===== config.mk =====
export PLATFORM = sky130hd
export DESIGN_NAME = irq_prio_bank
export DESIGN_NICKNAME = d
export VERILOG_FILES = /design/src/rtl/irq_prio_pkg.sv /design/src/rtl/irq_prio_regfile.sv /design/src/rtl/irq_prio_pick.sv /design/src/rtl/irq_prio_resolver.sv /design/src/rtl/irq_prio_bank.sv
export SDC_FILE = /design/constraint.sdc
export NUM_CORES = 1
export LEC_CHECK = 0
export BUFFER_PORTS_ARGS = -buffer_cell sky130_fd_sc_hd__buf_2
export CAP_MARGIN = 20
export CORE_ASPECT_RATIO = 0.9
export CORE_MARGIN = 2
export CORE_UTILIZATION = 39
export DETAILED_ROUTE_END_ITERATION = 6
export HOLD_SLACK_MARGIN = 0.02
export PLACE_DENSITY = 0.62
export SKIP_CTS_REPAIR_TIMING = 1
export SYNTH_ARGS = -nofsm -noshare
export SYNTH_HDL_FRONTEND = slang
export SYNTH_HIERARCHICAL = 1
export SYNTH_SLANG_ARGS = --single-unit

===== constraint.sdc =====
create_clock -name clk -period 8.03 [get_ports clk]
set_input_delay 0 -clock clk [delete_from_list [all_inputs] [get_ports clk]]
set_output_delay 0 -clock clk [all_outputs]
set_load 0.02 [all_outputs]

===== src/rtl/irq_prio_pkg.sv =====
package irq_prio_pkg;

   localparam int LANE_BITS = 8;

   typedef enum int {
      RES_LINEAR = 0,
      RES_TREE   = 1
   } res_style_e;

   function automatic int ceil_div(input int num, input int den);
      return (num + den - 1) / den;
   endfunction

   // lexicographic order: group first, then subpriority; strict so ties keep the incumbent
   function automatic logic prio_beats(input logic [7:0] g_new, input logic [7:0] s_new,
                                       input logic [7:0] g_old, input logic [7:0] s_old);
      return (g_new < g_old) || ((g_new == g_old) && (s_new < s_old));
   endfunction

endpackage


===== src/rtl/irq_prio_regfile.sv =====
module irq_prio_regfile
   import irq_prio_pkg::*;
#(
   parameter int               NUM_IRQ   = 30,
   parameter int               PRIO_W    = 3,
   parameter int               DATA_W    = 32,
   parameter int               ADDR_W    = 12,
   parameter logic [ADDR_W-1:0] BASE_ADDR = 12'h400
) (
   input  logic                      clk,
   input  logic                      rst_n,
   input  logic                      bus_sel,
   input  logic                      bus_wr,
   input  logic [ADDR_W-1:0]         bus_addr,
   input  logic [DATA_W/8-1:0]       bus_be,
   input  logic [DATA_W-1:0]         bus_wdata,
   input  logic                      bus_priv,
   output logic [DATA_W-1:0]         bus_rdata,
   output logic                      bus_err,
   output logic [NUM_IRQ*PRIO_W-1:0] prio_flat
);

   localparam int LANES     = DATA_W / LANE_BITS;
   localparam int NUM_REGS  = ceil_div(NUM_IRQ, LANES);
   localparam int IDX_W     = (NUM_REGS > 1) ? $clog2(NUM_REGS) : 1;
   localparam int LANE_SH   = $clog2(LANES);
   localparam int FIELD_LSB = LANE_BITS - PRIO_W;
   localparam int BASE_WORD = int'(BASE_ADDR) >> LANE_SH;

   initial begin
      assert (DATA_W % LANE_BITS == 0 && LANES >= 1)
         else $fatal(1, "data width must be whole byte lanes");
      assert (PRIO_W >= 1 && PRIO_W <= LANE_BITS)
         else $fatal(1, "priority width must fit one lane");
      assert ((int'(BASE_ADDR) % LANES) == 0)
         else $fatal(1, "base address must be word aligned");
      assert (BASE_WORD + NUM_REGS <= (1 << (ADDR_W - LANE_SH)))
         else $fatal(1, "register window exceeds address space");
   end

   logic [ADDR_W-1:0] word_addr;
   logic              in_range;
   logic [IDX_W-1:0]  reg_idx;
   logic              granted;
   logic              wr_hit;
   logic              rd_hit;
   logic              deny;
   logic [DATA_W-1:0] rd_word;
   logic [PRIO_W-1:0] prio_q [NUM_IRQ];
   logic              unused_bits;

   assign word_addr = bus_addr >> LANE_SH;
   assign in_range  = (int'(word_addr) >= BASE_WORD) && (int'(word_addr) < BASE_WORD + NUM_REGS);
   assign reg_idx   = IDX_W'(int'(word_addr) - BASE_WORD);
   assign granted   = bus_sel && bus_priv && in_range;
   assign wr_hit    = granted && bus_wr;
   assign rd_hit    = granted && !bus_wr;
   assign deny      = bus_sel && !bus_priv;

   // storage: one flop field per line, nothing for reserved bits or absent lanes
   for (genvar i = 0; i < NUM_IRQ; i++) begin : g_slot
      localparam int REG  = i / LANES;
      localparam int LANE = i % LANES;
      always_ff @(posedge clk or negedge rst_n) begin
         if (!rst_n) begin
            prio_q[i] <= '0;
         end else if (wr_hit && (reg_idx == IDX_W'(REG)) && bus_be[LANE]) begin
            prio_q[i] <= bus_wdata[LANE*LANE_BITS + FIELD_LSB +: PRIO_W];
         end
      end
      assign prio_flat[i*PRIO_W +: PRIO_W] = prio_q[i];
   end

   // read word assembly: fields land in the top of their lane, the rest stays zero
   always_comb begin
      rd_word = '0;
      for (int i = 0; i < NUM_IRQ; i++) begin
         if (reg_idx == IDX_W'(i / LANES)) begin
            rd_word[(i % LANES)*LANE_BITS + FIELD_LSB +: PRIO_W] = prio_q[i];
         end
      end
   end

   always_ff @(posedge clk or negedge rst_n) begin
      if (!rst_n) begin
         bus_rdata <= '0;
         bus_err   <= 1'b0;
      end else begin
         bus_rdata <= rd_hit ? rd_word : '0;
         bus_err   <= deny;
      end
   end

   assign unused_bits = ^{bus_addr, bus_wdata};

   // reserved bit mask for the lower part of every lane
   function automatic logic [DATA_W-1:0] rsv_mask();
      logic [DATA_W-1:0] m;
      m = '0;
      for (int k = 0; k < LANES; k++) m[k*LANE_BITS +: FIELD_LSB] = '1;
      return m;
   endfunction

   a_r5_err_follows: assert property (@(posedge clk) disable iff (!rst_n)
      (bus_sel && !bus_priv) |=> bus_err);
   a_r5_err_only: assert property (@(posedge clk) disable iff (!rst_n)
      !(bus_sel && !bus_priv) |=> !bus_err);
   a_r5_no_change: assert property (@(posedge clk) disable iff (!rst_n)
      (bus_sel && !bus_priv) |=> $stable(prio_flat));
   a_r5_read_zero: assert property (@(posedge clk) disable iff (!rst_n)
      (bus_sel && !bus_priv) |=> (bus_rdata == '0));
   a_r6_idle_zero: assert property (@(posedge clk) disable iff (!rst_n)
      !bus_sel |=> (bus_rdata == '0));
   a_r3_no_lane: assert property (@(posedge clk) disable iff (!rst_n)
      (bus_sel && bus_wr && (bus_be == '0)) |=> $stable(prio_flat));
   a_r2_reserved_zero: assert property (@(posedge clk) disable iff (!rst_n)
      ((bus_rdata & rsv_mask()) == '0));

endmodule


===== src/rtl/irq_prio_pick.sv =====
module irq_prio_pick
   import irq_prio_pkg::*;
#(
   parameter int PRIO_W = 3,
   parameter int ID_W   = 5
) (
   input  logic              a_vld,
   input  logic [ID_W-1:0]   a_id,
   input  logic [PRIO_W-1:0] a_grp,
   input  logic [PRIO_W-1:0] a_sub,
   input  logic              b_vld,
   input  logic [ID_W-1:0]   b_id,
   input  logic [PRIO_W-1:0] b_grp,
   input  logic [PRIO_W-1:0] b_sub,
   output logic              o_vld,
   output logic [ID_W-1:0]   o_id,
   output logic [PRIO_W-1:0] o_grp,
   output logic [PRIO_W-1:0] o_sub
);

   // side a always carries the lower line numbers, so a tie keeps a
   logic take_b;

   assign take_b = b_vld && (!a_vld ||
                   prio_beats(8'(b_grp), 8'(b_sub), 8'(a_grp), 8'(a_sub)));
   assign o_vld  = a_vld || b_vld;
   assign o_id   = take_b ? b_id  : a_id;
   assign o_grp  = take_b ? b_grp : a_grp;
   assign o_sub  = take_b ? b_sub : a_sub;

endmodule


===== src/rtl/irq_prio_resolver.sv =====
module irq_prio_resolver
   import irq_prio_pkg::*;
#(
   parameter int         NUM_IRQ   = 30,
   parameter int         PRIO_W    = 3,
   parameter res_style_e RES_STYLE = RES_TREE,
   localparam int        ID_W      = $clog2(NUM_IRQ),
   localparam int        SB_W      = $clog2(PRIO_W + 1)
) (
   input  logic                      clk,
   input  logic                      rst_n,
   input  logic [NUM_IRQ*PRIO_W-1:0] prio_flat,
   input  logic [NUM_IRQ-1:0]        pend,
   input  logic [SB_W-1:0]           sub_bits,
   output logic                      win_valid,
   output logic [ID_W-1:0]           win_id,
   output logic [PRIO_W-1:0]         win_group
);

   initial begin
      assert (NUM_IRQ >= 2) else $fatal(1, "at least two lines required");
      assert (PRIO_W >= 1 && PRIO_W <= 8) else $fatal(1, "priority width out of range");
   end

   logic [SB_W-1:0]   sb_eff;
   logic [PRIO_W-1:0] sub_mask;
   logic [PRIO_W-1:0] grp [NUM_IRQ];
   logic [PRIO_W-1:0] sub [NUM_IRQ];
   logic              best_vld;
   logic [ID_W-1:0]   best_id;
   logic [PRIO_W-1:0] best_grp;
   logic [PRIO_W-1:0] best_sub;

   assign sb_eff   = (int'(sub_bits) > PRIO_W) ? SB_W'(PRIO_W) : sub_bits;
   assign sub_mask = ~({PRIO_W{1'b1}} << sb_eff);

   for (genvar i = 0; i < NUM_IRQ; i++) begin : g_split
      assign grp[i] = prio_flat[i*PRIO_W +: PRIO_W] >> sb_eff;
      assign sub[i] = prio_flat[i*PRIO_W +: PRIO_W] & sub_mask;
   end

   if (RES_STYLE == RES_TREE) begin : g_tree
      localparam int LVL    = $clog2(NUM_IRQ);
      localparam int LEAVES = 1 << LVL;
      localparam int NODES  = 2 * LEAVES;

      logic              t_vld [1:NODES-1];
      logic [ID_W-1:0]   t_id  [1:NODES-1];
      logic [PRIO_W-1:0] t_grp [1:NODES-1];
      logic [PRIO_W-1:0] t_sub [1:NODES-1];

      for (genvar j = 0; j < LEAVES; j++) begin : g_leaf
         if (j < NUM_IRQ) begin : g_real
            assign t_vld[LEAVES+j] = pend[j];
            assign t_id[LEAVES+j]  = ID_W'(j);
            assign t_grp[LEAVES+j] = grp[j];
            assign t_sub[LEAVES+j] = sub[j];
         end else begin : g_pad
            assign t_vld[LEAVES+j] = 1'b0;
            assign t_id[LEAVES+j]  = '0;
            assign t_grp[LEAVES+j] = '0;
            assign t_sub[LEAVES+j] = '0;
         end
      end

      for (genvar n = 1; n < LEAVES; n++) begin : g_node
         irq_prio_pick #(.PRIO_W(PRIO_W), .ID_W(ID_W)) u_pick (
            .a_vld (t_vld[2*n]),   .a_id (t_id[2*n]),
            .a_grp (t_grp[2*n]),   .a_sub(t_sub[2*n]),
            .b_vld (t_vld[2*n+1]), .b_id (t_id[2*n+1]),
            .b_grp (t_grp[2*n+1]), .b_sub(t_sub[2*n+1]),
            .o_vld (t_vld[n]),     .o_id (t_id[n]),
            .o_grp (t_grp[n]),     .o_sub(t_sub[n])
         );
      end

      assign best_vld = t_vld[1];
      assign best_id  = t_id[1];
      assign best_grp = t_grp[1];
      assign best_sub = t_sub[1];
   end else begin : g_linear
      always_comb begin
         best_vld = 1'b0;
         best_id  = '0;
         best_grp = '0;
         best_sub = '0;
         for (int i = 0; i < NUM_IRQ; i++) begin
            if (pend[i] && (!best_vld ||
                prio_beats(8'(grp[i]), 8'(sub[i]), 8'(best_grp), 8'(best_sub)))) begin
               best_vld = 1'b1;
               best_id  = ID_W'(i);
               best_grp = grp[i];
               best_sub = sub[i];
            end
         end
      end
   end

   assign win_valid = best_vld;
   assign win_id    = best_vld ? best_id  : '0;
   assign win_group = best_vld ? best_grp : '0;

   // checks against the raw stored priorities, not the split path
   logic [PRIO_W-1:0] win_prio;
   assign win_prio = prio_flat[int'(win_id)*PRIO_W +: PRIO_W];

   a_r9_idle: assert property (@(posedge clk) disable iff (!rst_n)
      (pend == '0) |-> (!win_valid && win_id == '0 && win_group == '0));
   a_r8_is_pending: assert property (@(posedge clk) disable iff (!rst_n)
      win_valid |-> pend[win_id]);
   a_r8_valid_any: assert property (@(posedge clk) disable iff (!rst_n)
      (pend != '0) |-> win_valid);

   for (genvar i = 0; i < NUM_IRQ; i++) begin : g_chk
      a_r8_none_better: assert property (@(posedge clk) disable iff (!rst_n)
         (win_valid && pend[i]) |-> (prio_flat[i*PRIO_W +: PRIO_W] >= win_prio));
      a_r8_low_number: assert property (@(posedge clk) disable iff (!rst_n)
         (win_valid && pend[i] && (ID_W'(i) < win_id)) |->
         (prio_flat[i*PRIO_W +: PRIO_W] > win_prio));
   end

endmodule


===== src/rtl/irq_prio_bank.sv =====
module irq_prio_bank
   import irq_prio_pkg::*;
#(
   parameter int                NUM_IRQ   = 30,
   parameter int                PRIO_W    = 3,
   parameter int                DATA_W    = 32,
   parameter int                ADDR_W    = 12,
   parameter logic [ADDR_W-1:0] BASE_ADDR = 12'h400,
   parameter res_style_e        RES_STYLE = RES_TREE,
   localparam int               ID_W      = $clog2(NUM_IRQ),
   localparam int               SB_W      = $clog2(PRIO_W + 1),
   localparam int               BE_W      = DATA_W / 8
) (
   input  logic               clk,
   input  logic               rst_n,
   input  logic               bus_sel,
   input  logic               bus_wr,
   input  logic [ADDR_W-1:0]  bus_addr,
   input  logic [BE_W-1:0]    bus_be,
   input  logic [DATA_W-1:0]  bus_wdata,
   input  logic               bus_priv,
   output logic [DATA_W-1:0]  bus_rdata,
   output logic               bus_err,
   input  logic [NUM_IRQ-1:0] irq_pend,
   input  logic [SB_W-1:0]    sub_bits,
   output logic               win_valid,
   output logic [ID_W-1:0]    win_id,
   output logic [PRIO_W-1:0]  win_group
);

   logic [NUM_IRQ*PRIO_W-1:0] prio_flat;

   irq_prio_regfile #(
      .NUM_IRQ  (NUM_IRQ),
      .PRIO_W   (PRIO_W),
      .DATA_W   (DATA_W),
      .ADDR_W   (ADDR_W),
      .BASE_ADDR(BASE_ADDR)
   ) u_regs (
      .clk      (clk),
      .rst_n    (rst_n),
      .bus_sel  (bus_sel),
      .bus_wr   (bus_wr),
      .bus_addr (bus_addr),
      .bus_be   (bus_be),
      .bus_wdata(bus_wdata),
      .bus_priv (bus_priv),
      .bus_rdata(bus_rdata),
      .bus_err  (bus_err),
      .prio_flat(prio_flat)
   );

   irq_prio_resolver #(
      .NUM_IRQ  (NUM_IRQ),
      .PRIO_W   (PRIO_W),
      .RES_STYLE(RES_STYLE)
   ) u_res (
      .clk      (clk),
      .rst_n    (rst_n),
      .prio_flat(prio_flat),
      .pend     (irq_pend),
      .sub_bits (sub_bits),
      .win_valid(win_valid),
      .win_id   (win_id),
      .win_group(win_group)
   );

   // the resolver reads the live flops, so an edge write is ranked in the next cycle
   a_r10_write_seen: assert property (@(posedge clk) disable iff (!rst_n)
      (win_valid && irq_pend[win_id]) |-> (win_group == (prio_flat[int'(win_id)*PRIO_W +: PRIO_W] >> sub_bits)));

endmodule


---- Yosys cells after proc, flatten, opt, wreduce, memory -nomap -nowiden ----
Cells that the tools add are included.
operators by class
  add/subtract/negate cells ............... 1
  order comparisons ....................... 60
  equal/unequal tests ..................... 36
  shifts and indexed selects .............. 31
  multiplexer cells ....................... 119
  bitwise operators ....................... 31
  reductions and logical operators ........ 221
operator list
  cell                                                                 count
  two-way mux 3 bit                                                    92
  less-than comparator 3 bit                                           58
  logical AND 1 bit                                                    102
  bitwise AND 3 bit                                                    30
  >> shifter 3 x 2 -> 3 bit                                            30
  equality test 3 bit                                                  29
  logical OR 1 bit                                                     87
  two-way mux 32 bit                                                   1
  logical NOT 1 bit                                                    31
  two-way mux 1 bit                                                    15
  two-way mux 2 bit                                                    7
  equality test 3 bit (second input constant)                          4
  greater-or-equal comparator 10 x 9 -> 1 bit (second input constant)  1
  less-than comparator 10 x 9 -> 1 bit (second input constant)         1
  two-way mux 5 bit                                                    2
  two-way mux 4 bit                                                    2
  equality test 3 x 2 -> 1 bit (second input constant)                 2
  equality test 3 x 1 -> 1 bit (second input constant)                 1
  logical NOT 3 bit                                                    1
  inverter 3 bit                                                       1
  << shifter 3 x 2 -> 3 bit (first input constant)                     1
  subtractor 3 x 1 -> 3 bit (second input constant)                    1
storage, ports and cells
  register bits ........................... 123
  output and inout port bits .............. 42

---- Longest topological paths before layout ----
Gate-level depths: netlist of the first run.
  depth after elaboration ................. 34
  mapped depth ............................ 40
  depth with buffers taken out ............ 33

---- By module ----
The synthesis of the first run kept the hierarchy.
modules (own cells, without submodules)
  module             instances  cells an instance  area an instance (um2)
  irq_prio_pick      31         31                 327.8
  irq_prio_regfile   1          397                5017.3
  irq_prio_resolver  1          284                1965.6

---- Worst setup path before layout of the first run ----
OpenSTA, ideal clock, no wires.
  kind .................................... input port to output port
  from .................................... input port sub_bits[1]
  to ...................................... output port win_group[0]
  data arrival time ....................... 6.951 ns
  setup slack ............................. 1.079 ns
  cell stages on the path ................. 36
  buffers on the path ..................... 6
  cells stage by stage .................... nor2_1 > clkbuf_1 > and2_1 > inv_1 > ha_1 > and4b_1 > o211a_1 > a21oi_2 > buf_6 > mux2_4 > ha_1 > and4b_1 > o211a_1 > a21oi_2 > buf_6 > mux2_4 > inv_1 > ha_1 > and4b_1 > o211a_1 > a21oi_2 > buf_6 > mux2_4 > ha_1 > and4b_1 > o211a_1 > a21oi_2 > buf_6 > mux2_4 > ha_1 > and4b_1 > o211a_1 > a21oi_2 > buf_6 > mux2_4 > and2_1
RTL lines
  element          RTL line             RTL
  start, declared  irq_prio_bank.sv:25  input logic [SB_W-1:0] sub_bits,
  end, declared    irq_prio_bank.sv:28  output logic [PRIO_W-1:0] win_group

==> results of run 1 <==
power by group:
| group | switching, W | internal, W | total [W] | leakage [nW] |
|---|---|---|---|---|
| Combinational | 0.000268 | 0.000299 | 0.000567 | 8.49 |
| Clock | 0.000190 | 0.000247 | 0.000437 | 0.134 |
| Sequential | 0.00000198 | 0.000520 | 0.000522 | 1.36 |
| Total | 0.000460 | 0.00107 | 0.00153 | 9.98 |
critical path, delay by kind of cell, from the launching register on:
kind            cells  cell delay (ps)
flops               1              420
fa+ha+maj           5             1370
simple gates        6             1090
mux                 6             1750
buf+inv             6              800
compound gates     11             1970
sequential cells by signal (all words and copies together) (netlist names):
| register | flops |
|---|---|
| u_regs/prio_flat | 90 |
| u_regs/bus_rdata | 12 |
| u_regs/bus_err | 1 |
worst max path at each step:
| stage | to | slack (ps) | cells past startpoint |
|---|---|---|---|
| finish | win_group[1] | 270 | 34 |
| global route | win_group[2] | -40 | 34 |
| CTS | win_group[2] | -340 | 33 |
| detailed placement | win_group[2] | -9 | 35 |
| global placement | win_group[2] | 110 | 35 |
| floorplan | win_group[0] | 1130 | 36 |
stage by stage:
step / util / hold slack [ps] / TNS, ps / instance area [µm²] / std cells
final: 0.464 / 32.2 / 0 / 20000 / 2525
after global routing: 0.464 / 33.5 / -299 / 20000 / 2525
after CTS: 0.440 / -396 / -2660 / 19000 / 2450
after detailed placement: 0.433 / -25.1 / -22.3 / 18700 / 2436
after global placement: 0.433 / -33.1 / 0 / 18700 / 2436
after floorplan: - / -296 / 0 / 17900 / 1845
placed cells by master (no fill, tap or decap), drive strengths merged, types with 67 or more instances in the layout:
cell     n
mux2i   70
nor2b   67
mux2   435
inv    160
conb   209
and2    70
buf    206
dfrtp  103
nor2    73
ha     155
layer usage:
layer	routed length, µm	vias to the layer above	share of wire
met5	0	-	0
met4	728	0	0.016
met3	1810	61	0.039
met2	20600	287	0.45
met1	22600	6345	0.49
li1	-	6386	-
area by class of cell:
class | instances | area (µm²)
Timing Repair Buffer | 210 | 1490
Clock inverter | 3 | 45.0
Sequential cell | 103 | 2640
Clock buffer | 11 | 243
Multi-Input combinational cell | 1483 | 14300
Tap cell | 555 | 694
Fill cell | 4064 | 23100
Inverter | 160 | 601
==> results.sh, run 1 <==
export IMPL_whs_path_depth=2
export IMPL_cpPeakStageDelay_ps=420
export IMPL_cts_sinks=103
export IMPL_start_util=0.396
export IMPL_syn2layout_area_growth_pct=17.1
export IMPL_avgSynthCellArea_um2=10.4
export IMPL_grtUsageTotal=0.197
export IMPL_yosysWarnings=6
export IMPL_critical_path_startpoint="u_regs/prio_flat[44]$_DFFE_PN0P_"
export IMPL_arrival_ps=7760
export IMPL_pre_cts_ws_ps=-8.53
export IMPL_hpwl_mm=37.6
export IMPL_critPathMaxFanout=8
export IMPL_fin_crit_ps=7760
export IMPL_grt_overflow=0
export IMPL_clockBufferDepth=2
export IMPL_gp_congestion=0.935
export IMPL_end_kind="output port"
export IMPL_r2r_start="u_regs/prio_flat[77]$_DFFE_PN0P_"
export IMPL_status="complete, no violations"
export IMPL_skew_ps=7.01
export IMPL_drt_wl_total_mm=45.7
export IMPL_die_height_um=203
export IMPL_fmax_mhz=129
export IMPL_r2r_end="u_regs/bus_rdata[15]$_DFF_PN0_"
export IMPL_clk_pin_slew_ps=70
export IMPL_drv_slew=0
export IMPL_clkLatencyLatePin_ps=350
export IMPL_syn_area_um2=17100
export IMPL_syn_inst=1639
export IMPL_grt_max_degree=70
export IMPL_path_common_cell="ha_1"
export IMPL_top_usage_layer="met2"
export IMPL_die_x_um=225
export IMPL_drc=0
export IMPL_first_global_vias=12998
export IMPL_rows=72
export IMPL_vias=13079
export IMPL_ir_worst_vdd_v=0.0000808
export IMPL_setup_slack_ps=270
export IMPL_hold_violations=0
export IMPL_grt_pass1_wl_mm=71.5
export IMPL_gr_usage_met2=0.318
export IMPL_worst_setup_path_start_kind="register"
export IMPL_initialDrtViolationCount=693
export IMPL_leakage_nw=9.98
export IMPL_min_path_type="in2reg"
export IMPL_diodes=0
export IMPL_ant_nets=0
export IMPL_relSlewSlack=0.355
export IMPL_required_ps=8030
export IMPL_firstDrtPassIters=5
export IMPL_avgViaCountPerCell=5.18
export IMPL_ff2ff_path_depth=6
export IMPL_layout_drive_gt1_share=0.424
export IMPL_maxCapViolCount=0
export IMPL_period_share=0.966
export IMPL_antenna_found_initial=1
export IMPL_h_tree_depth=3
export IMPL_pin_count=127
export IMPL_setup_viol=0
export IMPL_holdPathEnd="u_regs/prio_flat[22]$_DFFE_PN0P_"
export IMPL_min_from="bus_wdata[30]"
export IMPL_wire_per_inst_um=18.1
export IMPL_root_buffer="clkbuf_16"
export IMPL_power_density_nw_per_um2=76.2
export IMPL_coreArea_um2=43200
export IMPL_p_total_w=0.00153
export IMPL_groute_layer_met1_usage=0.286
export IMPL_grt_met3_usage=0.0192
export IMPL_worstMarginPinSlew_ps=944
export IMPL_die_area_um2=45500
export IMPL_io_buffers=84
export IMPL_worst_path_max_delay_cell="dfrtp_2"
export IMPL_rrSetupSlack_ps=5840
export IMPL_cts_tree="done"
export IMPL_numCtsBuffers=9
export IMPL_criticalPathCategory="reg2out"
export IMPL_fin_nets=2207
(Power assumes the default switching activity.)
==> run 2, diff against run 1 <==
--- a/config.mk
+++ b/config.mk
@@ -7,12 +7,14 @@
 export LEC_CHECK = 0
 export BUFFER_PORTS_ARGS = -buffer_cell sky130_fd_sc_hd__buf_2
 export CAP_MARGIN = 20
+export CELL_PAD_IN_SITES_DETAIL_PLACEMENT = 0
+export CELL_PAD_IN_SITES_GLOBAL_PLACEMENT = 2
 export CORE_ASPECT_RATIO = 0.9
 export CORE_MARGIN = 2
-export CORE_UTILIZATION = 39
+export CORE_UTILIZATION = 38
 export DETAILED_ROUTE_END_ITERATION = 6
 export HOLD_SLACK_MARGIN = 0.02
-export PLACE_DENSITY = 0.62
+export PLACE_DENSITY = 0.86
 export SKIP_CTS_REPAIR_TIMING = 1
 export SYNTH_ARGS = -nofsm -noshare
 export SYNTH_HDL_FRONTEND = slang
==> constraint.sdc (replaced) <==
create_clock -name clk -period 6.6 [get_ports clk]
set_input_delay 0 -clock clk [delete_from_list [all_inputs] [get_ports clk]]
set_output_delay 0 -clock clk [all_outputs]
set_load 0.02 [all_outputs]
==> run 2 against run 1 <==
Wire length rose by 11%. The run now ends with setup timing left. Critical endpoint unchanged. Global-route usage rose by 1.7 points. Final cell count rose by 15%. Highest routed layer unchanged. Utilization rose by 5.9 points. Largest cell class unchanged. Register-to-register slack got worse by 1200 ps.
==> results.sh, run 2 (synthesis gave the netlist of run 1 again) <==
export IMPL_status="finished, violations left"
export IMPL_failed_checks="setup timing"
export IMPL_relSlewSlack=0.276
export IMPL_end_kind="output port"
export IMPL_cts_sinks=103
export IMPL_mostFrequentLayoutCells="buf_4, mux2_4, conb_1"
export IMPL_drc=0
export IMPL_dp_cells=2830
export IMPL_die_area_um2=46700
export IMPL_hold_violations=0
export IMPL_layout_drive_gt1_share=0.543
export IMPL_final_common_cell="buf_4"
export IMPL_tns_ps=-7540
export IMPL_diodes=0
export IMPL_timing_hold_ws_ps=22.3
export IMPL_worst_setup_path_start_kind="register"
export IMPL_grt_overflow=0
export IMPL_rows=73
export IMPL_numCtsBuffers=9
export IMPL_clkLatencyLatePin_ps=350
export IMPL_worst_path_max_delay_cell="dfrtp_2"
export IMPL_arrival_ps=7550
export IMPL_cts_tree="done"
export IMPL_h_tree_depth=3
export IMPL_avgViaCountPerCell=4.94
export IMPL_rsz0062_at_grt="true"
export IMPL_min_path_type="in2reg"
export IMPL_grtUsageTotal=0.214
export IMPL_clk_pin_slew_ps=70
export IMPL_hpwl_mm=42.4
export IMPL_setup_viol=8
export IMPL_drt_wl_total_mm=50.6
export IMPL_die_height_um=205
export IMPL_path_common_cell="mux2_4"
export IMPL_ir_worst_vdd_v=0.000104
export IMPL_drv_slew=0
export IMPL_criticalPathCategory="reg2out"
export IMPL_fin_nets=2533
export IMPL_antenna_found_initial=0
export IMPL_fin_crit_ps=7550
export IMPL_firstDrtPassIters=5
export IMPL_fmax_mhz=132
export IMPL_start_util=0.386
export IMPL_grt_pass1_wl_mm=78.1
export IMPL_root_buffer="clkbuf_16"
export IMPL_vias=14323
export IMPL_wire_per_inst_um=17.4
export IMPL_grt_max_degree=69
export IMPL_gp_congestion=0.908
export IMPL_power_density_nw_per_um2=82.8
export IMPL_first_global_vias=14388
export IMPL_worstMarginPinSlew_ps=1060
export IMPL_ant_nets=0
export IMPL_die_x_um=228
export IMPL_setup_slack_ps=-950
export IMPL_pin_count=127
export IMPL_critPathMaxFanout=8
export IMPL_leakage_nw=11.8
export IMPL_cpPeakStageDelay_ps=440
export IMPL_required_ps=6600
export IMPL_period_share=1.14
export IMPL_final_cells=2898
export IMPL_clockBufferDepth=2
export IMPL_initialDrtViolationCount=703
export IMPL_largest_reg_flops=90
export IMPL_coreArea_um2=44300
export IMPL_io_buffers=84
export IMPL_skew_ps=4.93
export IMPL_syn2layout_area_growth_pct=35.5
export IMPL_fin_util=0.523
export IMPL_maxCapViolCount=0
run 2: worst max-delay path: cells and delay by family (launching register included):
family	cells	cell delay, ps
compound gates	11	1850
fa+ha+maj	5	1170
buf+inv	9	1090
flops	1	440
mux	6	1680
simple gates	6	980
run 2: cell type report:
type                    instances  area [µm²]
well taps                     600         751
multi-input cells            1483       14900
flip-flops and latches        103        2610
clock inverters                 6        61.3
inverters                     160         626
fillers                      4075       21100
repair buffers                536        4020
clock buffers                  10         229
run 2: final timing paths:
| path | from | to | slack, ps | cells after the start |
|---|---|---|---|---|
| worst min-delay path | bus_wdata[29] | u_regs/prio_flat[33]$_DFFE_PN0P_ | 20 | 2 |
| min in group asynchronous | rst_n | u_regs/prio_flat[79]$_DFFE_PN0P_ | 140 | 2 |
| worst max-delay path | u_regs/prio_flat[56]$_DFFE_PN0P_ | win_group[1] | -950 | 37 |
| worst max register to register | u_regs/prio_flat[3]$_DFFE_PN0P_ | u_regs/bus_rdata[13]$_DFF_PN0_ | 4650 | 4 |
| worst min register to register | u_regs/prio_flat[0]$_DFFE_PN0P_ | u_regs/prio_flat[0]$_DFFE_PN0P_ | 620 | 2 |
| max in group asynchronous | rst_n | u_regs/prio_flat[14]$_DFFE_PN0P_ | 5130 | 3 |
run 2: through the flow:
stage / area, µm² / setup slack (ps) / total power [W]
6_report: 23200 / -950 / 0.00192
5_1_grt: 23200 / -1180 / 0.00201
4_1_cts: 22100 / -1090 / 0.00187
3_5_place_dp: 21800 / -720 / 0.00134
3_3_place_gp: 21800 / -608 / 0.00133
2_1_floorplan: 18400 / 1.71 / 0.00116
run 2: where the power goes:
group          internal [W]  leakage (nW)  switching (W)
logic              0.000406          10.3       0.000345
registers          0.000632          1.40     0.00000178
clock network      0.000293         0.142       0.000240
total               0.00133          11.8       0.000587
run 2: per-layer routing:
metal	track usage	share of wire
met5	0	0
met4	0.0401	0.017
met3	0.0198	0.035
met2	0.353	0.46
met1	0.305	0.49
